**src/rtl/sg_desc_builder.sv**
```systemverilog
`timescale 1ns/1ps
module sg_desc_builder #(
  parameter int MAX_ENTRIES = 256,
  parameter int LEN_W       = 32,
  parameter int BOUND_W     = 16,
  localparam int IDX_W = (MAX_ENTRIES > 1) ? $clog2(MAX_ENTRIES) : 1,
  localparam int CNT_W = $clog2(MAX_ENTRIES + 1)
) (
  input  logic             clk,
  input  logic             rst_n,
  input  logic             seg_valid,
  output logic             seg_ready,
  input  logic [31:0]      seg_addr,
  input  logic [LEN_W-1:0] seg_len,
  input  logic             seg_last,
  output logic             wr_en,
  output logic [IDX_W-1:0] wr_idx,
  output logic [127:0]     wr_data,
  output logic             done,
  output logic [CNT_W-1:0] count,
  output logic             overflow
);
  localparam int CHK_W = BOUND_W + 1;

  typedef enum logic [1:0] {S_IN, S_SPLIT, S_DRAIN, S_FIN} state_t;

  state_t             st;
  logic [31:0]        cur_addr, pend_addr;
  logic [LEN_W-1:0]   rem;
  logic               seg_is_last, pend_vld, abort;
  logic [BOUND_W-1:0] pend_len;
  logic [CNT_W-1:0]   n;

  function automatic logic [31:0] bswap(input logic [31:0] w);
    return {w[7:0], w[15:8], w[23:16], w[31:24]};
  endfunction

  wire [CHK_W-1:0] span = {1'b1, {BOUND_W{1'b0}}} - {1'b0, cur_addr[BOUND_W-1:0]};
  wire             fits  = rem <= LEN_W'(span);
  wire [CHK_W-1:0] chunk = fits ? rem[CHK_W-1:0] : span;
  wire             full  = (n == CNT_W'(MAX_ENTRIES));
  wire             eol   = (st == S_FIN);
  wire [31:0]      flw   = {eol, {(31-BOUND_W){1'b0}}, pend_len};

  assign seg_ready = (st == S_IN) || (st == S_DRAIN);
  assign wr_en     = pend_vld && (((st == S_SPLIT) && !full) || ((st == S_FIN) && !abort));
  assign wr_idx    = IDX_W'(n - CNT_W'(1));
  assign wr_data   = {bswap(flw), 32'h0, bswap(pend_addr), 32'h0};
  assign done      = (st == S_FIN) && !abort;
  assign overflow  = (st == S_FIN) && abort;
  assign count     = done ? n : '0;

  always_ff @(posedge clk) begin
    if (!rst_n) begin
      st          <= S_IN;
      n           <= '0;
      pend_vld    <= 1'b0;
      abort       <= 1'b0;
      cur_addr    <= '0;
      rem         <= '0;
      seg_is_last <= 1'b0;
      pend_addr   <= '0;
      pend_len    <= '0;
    end else begin
      case (st)
        S_IN: if (seg_valid) begin
          if (seg_len == '0) begin
            st <= seg_last ? S_FIN : S_DRAIN;
          end else begin
            cur_addr    <= seg_addr;
            rem         <= seg_len;
            seg_is_last <= seg_last;
            st          <= S_SPLIT;
          end
        end
        S_SPLIT: begin
          if (full) begin
            abort <= 1'b1;
            st    <= seg_is_last ? S_FIN : S_DRAIN;
          end else begin
            pend_vld  <= 1'b1;
            pend_addr <= cur_addr;
            pend_len  <= chunk[BOUND_W-1:0];
            n         <= n + CNT_W'(1);
            cur_addr  <= cur_addr + 32'(chunk);
            rem       <= rem - LEN_W'(chunk);
            if (fits) st <= seg_is_last ? S_FIN : S_IN;
          end
        end
        S_DRAIN: if (seg_valid && seg_last) st <= S_FIN;
        default: begin
          n        <= '0;
          pend_vld <= 1'b0;
          abort    <= 1'b0;
          st       <= S_IN;
        end
      endcase
    end
  end

  wire [31:0]      dec_addr = bswap(wr_data[63:32]);
  wire [31:0]      dec_flw  = bswap(wr_data[127:96]);
  wire [CHK_W-1:0] dec_len  = (dec_flw[BOUND_W-1:0] == '0) ? {1'b1, {BOUND_W{1'b0}}}
                                                            : {1'b0, dec_flw[BOUND_W-1:0]};

  p_no_cross_r1: assert property (@(posedge clk) disable iff (!rst_n)
    wr_en |-> ({1'b0, dec_addr[BOUND_W-1:0]} + {1'b0, dec_len}) <= {2'b01, {BOUND_W{1'b0}}});

  p_eol_final_r5: assert property (@(posedge clk) disable iff (!rst_n)
    (wr_en && dec_flw[31]) |-> done);

  p_done_write_r8: assert property (@(posedge clk) disable iff (!rst_n)
    (done && count != '0) |-> (wr_en && dec_flw[31] && wr_idx == IDX_W'(count - CNT_W'(1))));

  p_no_overflow_r6: assert property (@(posedge clk) disable iff (!rst_n)
    overflow |-> (count == '0 && !wr_en && !done));

  p_idx_cap_r6: assert property (@(posedge clk) disable iff (!rst_n)
    wr_en |-> (32'(wr_idx) < 32'(MAX_ENTRIES)));

  p_busy_r9: assert property (@(posedge clk) disable iff (!rst_n)
    (seg_valid && seg_ready && seg_len != '0 && st == S_IN) |=> !seg_ready);
endmodule

```
**config.mk**
```make
export PLATFORM = sky130hd
export DESIGN_NAME = sg_desc_builder
export DESIGN_NICKNAME = d
export VERILOG_FILES = /design/src/rtl/sg_desc_builder.sv
export SDC_FILE = /design/constraint.sdc
export NUM_CORES = 1
export LEC_CHECK = 0
export BUFFER_PORTS_ARGS = -buffer_cell sky130_fd_sc_hd__buf_2
export CAP_MARGIN = 20
export CORE_MARGIN = 10
export CORE_UTILIZATION = 60
export CTS_CLUSTER_SIZE = 8
export DETAILED_ROUTE_END_ITERATION = 6
export GPL_TIMING_DRIVEN = 0
export PLACE_DENSITY = 0.88
export SLEW_MARGIN = 0
export SYNTH_ARGS = -nofsm -noshare
export SYNTH_HDL_FRONTEND = slang
export SYNTH_SLANG_ARGS = --single-unit
```
**constraint.sdc**
```tcl
create_clock -name clk -period 11.9 [get_ports clk]
set_clock_uncertainty 0.1 [all_clocks]
set_input_delay 1.785 -clock clk [delete_from_list [all_inputs] [get_ports clk]]
set_output_delay 1.785 -clock clk [all_outputs]
set_load 0.05 [all_outputs]
```
* Word level (Yosys, flattened, before mapping)
Index checks and enable logic that the tools add are counted.
** Word-level totals
- Bits in writable memories :: 0
- Input bits :: 68
- Word-level logic and storage cells :: 72
- Bits in latches :: 0
- Memories kept :: 0
- Output and inout bits :: 149
- Bits in registers :: 126
- Bits in read-only memories :: 0
** Operators by class
- Multiplexer cells :: 25
- $add $sub $neg :: 5
- Shift operators :: 0
- Div/mod/pow operators :: 0
- Multiply operators :: 0
- Bitwise logic cells :: 3
- Reductions and logical operators :: 19
- $lt $le $gt $ge :: 1
- Equality and inequality tests :: 10
** Operators by type and width (count)
- 2-to-1 mux 32 bit :: 6
- one-hot mux 32 bit (2 select lines) :: 2
- adder 32 x 17 -> 32 bit :: 1
- less-or-equal comparator 32 x 17 -> 1 bit :: 1
- logical NOT 32 bit :: 1
- subtractor 32 x 17 -> 32 bit :: 1
- 2-to-1 mux 9 bit :: 2
- one-hot mux 9 bit (2 select lines) :: 1
- 2-to-1 mux 17 bit :: 1
- subtractor 17 x 16 -> 17 bit, first input constant :: 1
- 2-to-1 mux 2 bit :: 6
- adder 9 x 1 -> 9 bit, second input constant :: 1
- equality test 9 bit, second input constant :: 1
- != test 2 bit, second input constant :: 4
- subtractor 8 x 1 -> 8 bit, second input constant :: 1
- one-hot mux 2 bit (3 select lines) :: 1
- AND reduction 2 bit :: 3
- AND reduction 3 bit :: 2
- logical AND 1 bit :: 5
- equality test 2 bit, second input constant :: 2
- 2-to-1 mux 1 bit :: 4
- one-hot mux 1 bit (2 select lines) :: 2
- AND reduction 4 bit :: 1
- != test 3 bit, second input constant :: 1
- other kinds (8) :: 12

* Depth between registers and ports, before layout
- Depth after elaboration :: 6
- Depth in mapped cells :: 26
- Depth with buffers taken out :: 24

* Least setup slack after synthesis
No wires, ideal clock.
- Path type :: reg-to-reg
- From :: reg cur_addr[2]
- To :: reg rem[26]
- Period minus slack after synthesis :: 6.218 ns
- Arrival :: 5.996 ns
- Cell stages (with the launch flop) :: 25
- Data required time :: 11.678 ns
- Setup slack :: 5.682 ns
- Path buffers :: 1
- Library setup time :: 0.122 ns
- Path through :: dfxtp_1 nor4_1 nand2_1 or4_1 nor2_1 xnor2_1 inv_1 ha_1 nand3_1 nor4_1 nand2_1 or2_2 a2111oi_4 buf_6 mux2i_1 ha_1 inv_1 fa_1 a21oi_1 nor3_1 or4_1 and3_1 o21ai_1 a41oi_1 a311o_1
** Between the ends
- Word-level cells in the longest chain between the ends :: 6
** RTL lines
- start: declaration :: RTL line 28 : logic [31:0] cur_addr, pend_addr;
- start signal: assignment :: RTL line 70 : cur_addr <= seg_addr;
- start signal: assignment :: RTL line 85 : cur_addr <= cur_addr + 32'(chunk);
- subtractor 17 x 16 -> 17 bit :: RTL line 38 : wire [CHK_W-1:0] span = {1'b1, {BOUND_W{1'b0}}} - {1'b0, cur_addr[BOUND_W-1:0]};
- less-or-equal comparator 32 x 17 -> 1 bit :: RTL line 39 : wire fits = rem <= LEN_W'(span);
- 2-to-1 mux 17 bit :: RTL line 40 : wire [CHK_W-1:0] chunk = fits ? rem[CHK_W-1:0] : span;
- via chunk[0] :: RTL line 40
- subtractor 32 x 17 -> 32 bit :: RTL line 86 : rem <= rem - LEN_W'(chunk);
- 2-to-1 mux 32 bit :: RTL line 77 : if (full) begin
- one-hot mux 32 bit (2 select lines) :: RTL line 65 : case (st)
- end signal: assignment :: RTL line 71 : rem <= seg_len;
- end signal: assignment :: RTL line 86
- end: declaration :: RTL line 29 : logic [LEN_W-1:0] rem;
The timed path passes the listed nets, and every way through them passes these cells. The select of a mux whose other input is x is not followed.
A chain may end at the register's enable or synchronous reset.

* Final worst setup path
- From :: reg cur_addr[2]
- To :: reg cur_addr[27]
** Between the ends
- Word-level cells in the longest chain between the ends :: 6
** RTL lines (RTL line)
- subtractor 17 x 16 -> 17 bit :: 38
- less-or-equal comparator 32 x 17 -> 1 bit :: 39
- 2-to-1 mux 17 bit :: 40
- via chunk[1] :: 40
- adder 32 x 17 -> 32 bit :: 85
- 2-to-1 mux 32 bit :: 77
- one-hot mux 32 bit (2 select lines) :: 65
The timed path passes the listed nets, and every way through them passes these cells. The select of a mux whose other input is x is not followed.

==> run metrics <==
status finished, final reports clean; IO Count 217; WP data required 12.15 ns; register area share after synthesis 27.3%; Cell Chain, Critical Path nor4_1 > nand2_1 > nor4_1 > nor2b_1 > xnor2_1 > inv_1 > ha_1 > nand2_1 > nor4_1 > nand2_1 > or2_2 > a2111oi_4 > buf_6 > mux2i_1 > inv_1 > ha_1 > a211oi_1 > o211ai_1 > a31oi_1 > o21ai_0 > a31oi_1 > nor3_1 > a311oi_1; Setup Crit Path Kind flip-flop to flip-flop; final hold violations 0; CTS root buffer clkbuf_16; # fillers 1255; post-CTS sizing 0; fmax 0.129 GHz; initial antenna violation count 0; top cells by area, synth dfxtp_1 (27%), ha_1 (7.5%), nand2_1 (7.1%), buf_4 (6.7%), a21oi_1 (5.6%); DP Area 10400 um2; CTS Buffer Depth 2; fin crit share 65.2%; synthesized flop and latch total 126; Multi-input gate area 5900 um2; DRT antenna net count 0; relative slew slack 38.1%; layout cell share with drive strength beyond 1 19.0%; delay-heaviest family, CP compound AO/OA/AOI/OAI gates; met1 usage 40.5%; synthesized instance count 1230; Synth area leader dfxtp_1; Placeable Area 15100 um2; CP max stage delay 0.75 ns; CP arrival 8.00 ns; static leakage 5.10 nW; CTS tree yes; YS warnings 0; asr flop ratio synth 0%; Critical Path Slowest Stage Cell a31oi_1; maximum vdd drop 0.161 mV; class of the worst hold path flip-flop to flip-flop; GPL Wtd Cong 1.02; startpoint types flip-flop; H-tree levels 4; worst path bufs/invs 3; Post-CTS Hold Fix Bufs 0; Layout area overhead 19.7%; largest net degree at the start of global routing 17; hpwl dp 26000 um; Top Usage Layer GRT met2; vias in the first global route 9568; GR Util met3 7.54%; Die H 144 um; crit path time final 7.75 ns; DR WL/cell 20.5 um; first-pass GRT wire length 51300 um; drt pass-1 iters 6; DIE AREA 20700 um2; CTS clk-pin slew, worst paths 0.06 ns; Post-Route WL 34100 um; Commonest cells post-synth nand2_1 (175), dfxtp_1 (126), a21oi_1 (104); TritonCTS Buffers 17; crit path max fanout 10; Post-synth EDFFs 0; Reg area 2520 um2; cell area after layout 11000 um2; Die Width 144 um; Worst Tran Pin Value 0.928 ns; Num Clock Sinks 126; Setup-failing EPs final 0; row cnt 45; Power Dens Cells 263 nW/um2; max-slew violations 0; RSZ-0062 raised after global routing false; nets 1589; Tot GR Track Use 31.3%; initial DRC count 1284; Synth Area per Inst 7.50 um2; Setup TNS 0 ns; Skew-Pair Late Insertion Delay 0.43 ns; mapped cell area 9230 um2; grt met2 use 49.3%; post-synth cell types 77; Initial Util 60.9%; total grt overflow 0; Port Buffers 137; Post-synth top flop dfxtp_1; Setup Fix Bufs, Post-CTS 0; Via density 6.24; top-area cell type share of the netlist area 27.3%; drt drc 0; DR vias 10400; ant diodes 0; most common cell in the netlist nand2_1; Setup crit end kind flip-flop; max_cap viols 0
[state kept, by name, indices dropped and copies added (netlist names)]
name         flops
st               2
seg_is_last      1
pend_len        16
cur_addr        32
dec_addr        32
rem             32
pend_vld         1
abort            1
n                9
[cell type report]
class                   count  area share [%]
plain buffers             150            8.10
clock inverters            13            1.39
well taps                 188            2.13
repair buffers            137            6.21
inverters                  53            1.80
flip-flops and latches    126            22.8
multi-input cells         979            53.4
clock buffers              19            4.10
[final timing paths]
check	from	to	slack, ns	cells past startpoint
worst max-delay path	cur_addr[2]$_SDFFE_PN0P_	cur_addr[27]$_SDFFE_PN0P_	4.15	23
worst min-delay path	dec_addr[11]$_SDFFE_PN0P_	dec_addr[11]$_SDFFE_PN0P_	0.35	2
worst max register to register	cur_addr[2]$_SDFFE_PN0P_	cur_addr[27]$_SDFFE_PN0P_	4.15	23
worst min register to register	dec_addr[11]$_SDFFE_PN0P_	dec_addr[11]$_SDFFE_PN0P_	0.35	2
[per-stage QoR]
stage                     util [%]  power (mW)  hold slack, ns  std cells  worst slack [ns]
after floorplan                  -        1.87           0.332       1308              5.68
after global placement        68.9        2.26           0.339       1633              4.47
after detailed placement      68.9        2.29           0.345       1633              4.44
after CTS                     72.9        2.84           0.353       1665              4.36
after global routing          72.9        3.07           0.372       1665              3.63
final                         72.9        2.90           0.352       1665              4.15
[power by group]
part | leakage, nW | total (mW) | switching [mW] | internal, mW
registers | 1.03 | 0.606 | 0.103 | 0.503
clock network | 0.296 | 0.544 | 0.220 | 0.324
logic | 3.77 | 1.75 | 1.15 | 0.601
[kinds of logic after synthesis]
family / after synthesis / synth area share [%]
and+or+nand+nor: 444 / 22.8
AOI/OAI and AO/OA: 337 / 23.8
buffers and inverters: 203 / 11.9
DFF: 126 / 27.3
adders and majority gates: 57 / 7.89
xor gates and xnor gates: 40 / 3.80
muxes: 22 / 2.40
other: 1 / 0.0406
[layer usage]
layer | up-vias | part of all wire, %
li1 | 4729 | -
met1 | 4771 | 39
met2 | 758 | 44
met3 | 137 | 13
met4 | 0 | 3.7
met5 | - | 0
[cells in the final DEF (no fill, tap or decap), types with 4 or more instances in the layout]
cell type / n
nand2_1: 175
buf_2: 144
dfxtp_1: 126
a21oi_1: 104
nor2_1: 92
buf_4: 82
conb_1: 79
o21ai_0: 63
clkbuf_1: 56
ha_1: 55
inv_1: 52
nor3_1: 28
a31oi_1: 24
nand3_1: 23
o211ai_1: 22
a211oi_1: 22
a311oi_1: 22
mux2i_1: 21
xor2_1: 20
xnor2_1: 20
and3_1: 19
nand4_1: 17
clkbuf_16: 17
nor4_1: 15
a21o_1: 15
and2_1: 12
nand2b_1: 12
or3_1: 11
or4_1: 9
o21a_1: 8
a22oi_1: 5
or2_2: 5
nor2b_1: 5
clkinv_4: 5
o22ai_1: 4
o31a_1: 4
nand3b_1: 4
a211o_1: 4
o211a_1: 4
o31ai_1: 4
[worst min-delay path, stage by stage, from the launching register on]
cell	delay [ns]
dfxtp_1	0.30
nand2_1	0.05
a21oi_1	0.05
Note: power is estimated with default switching activity, not from simulation.
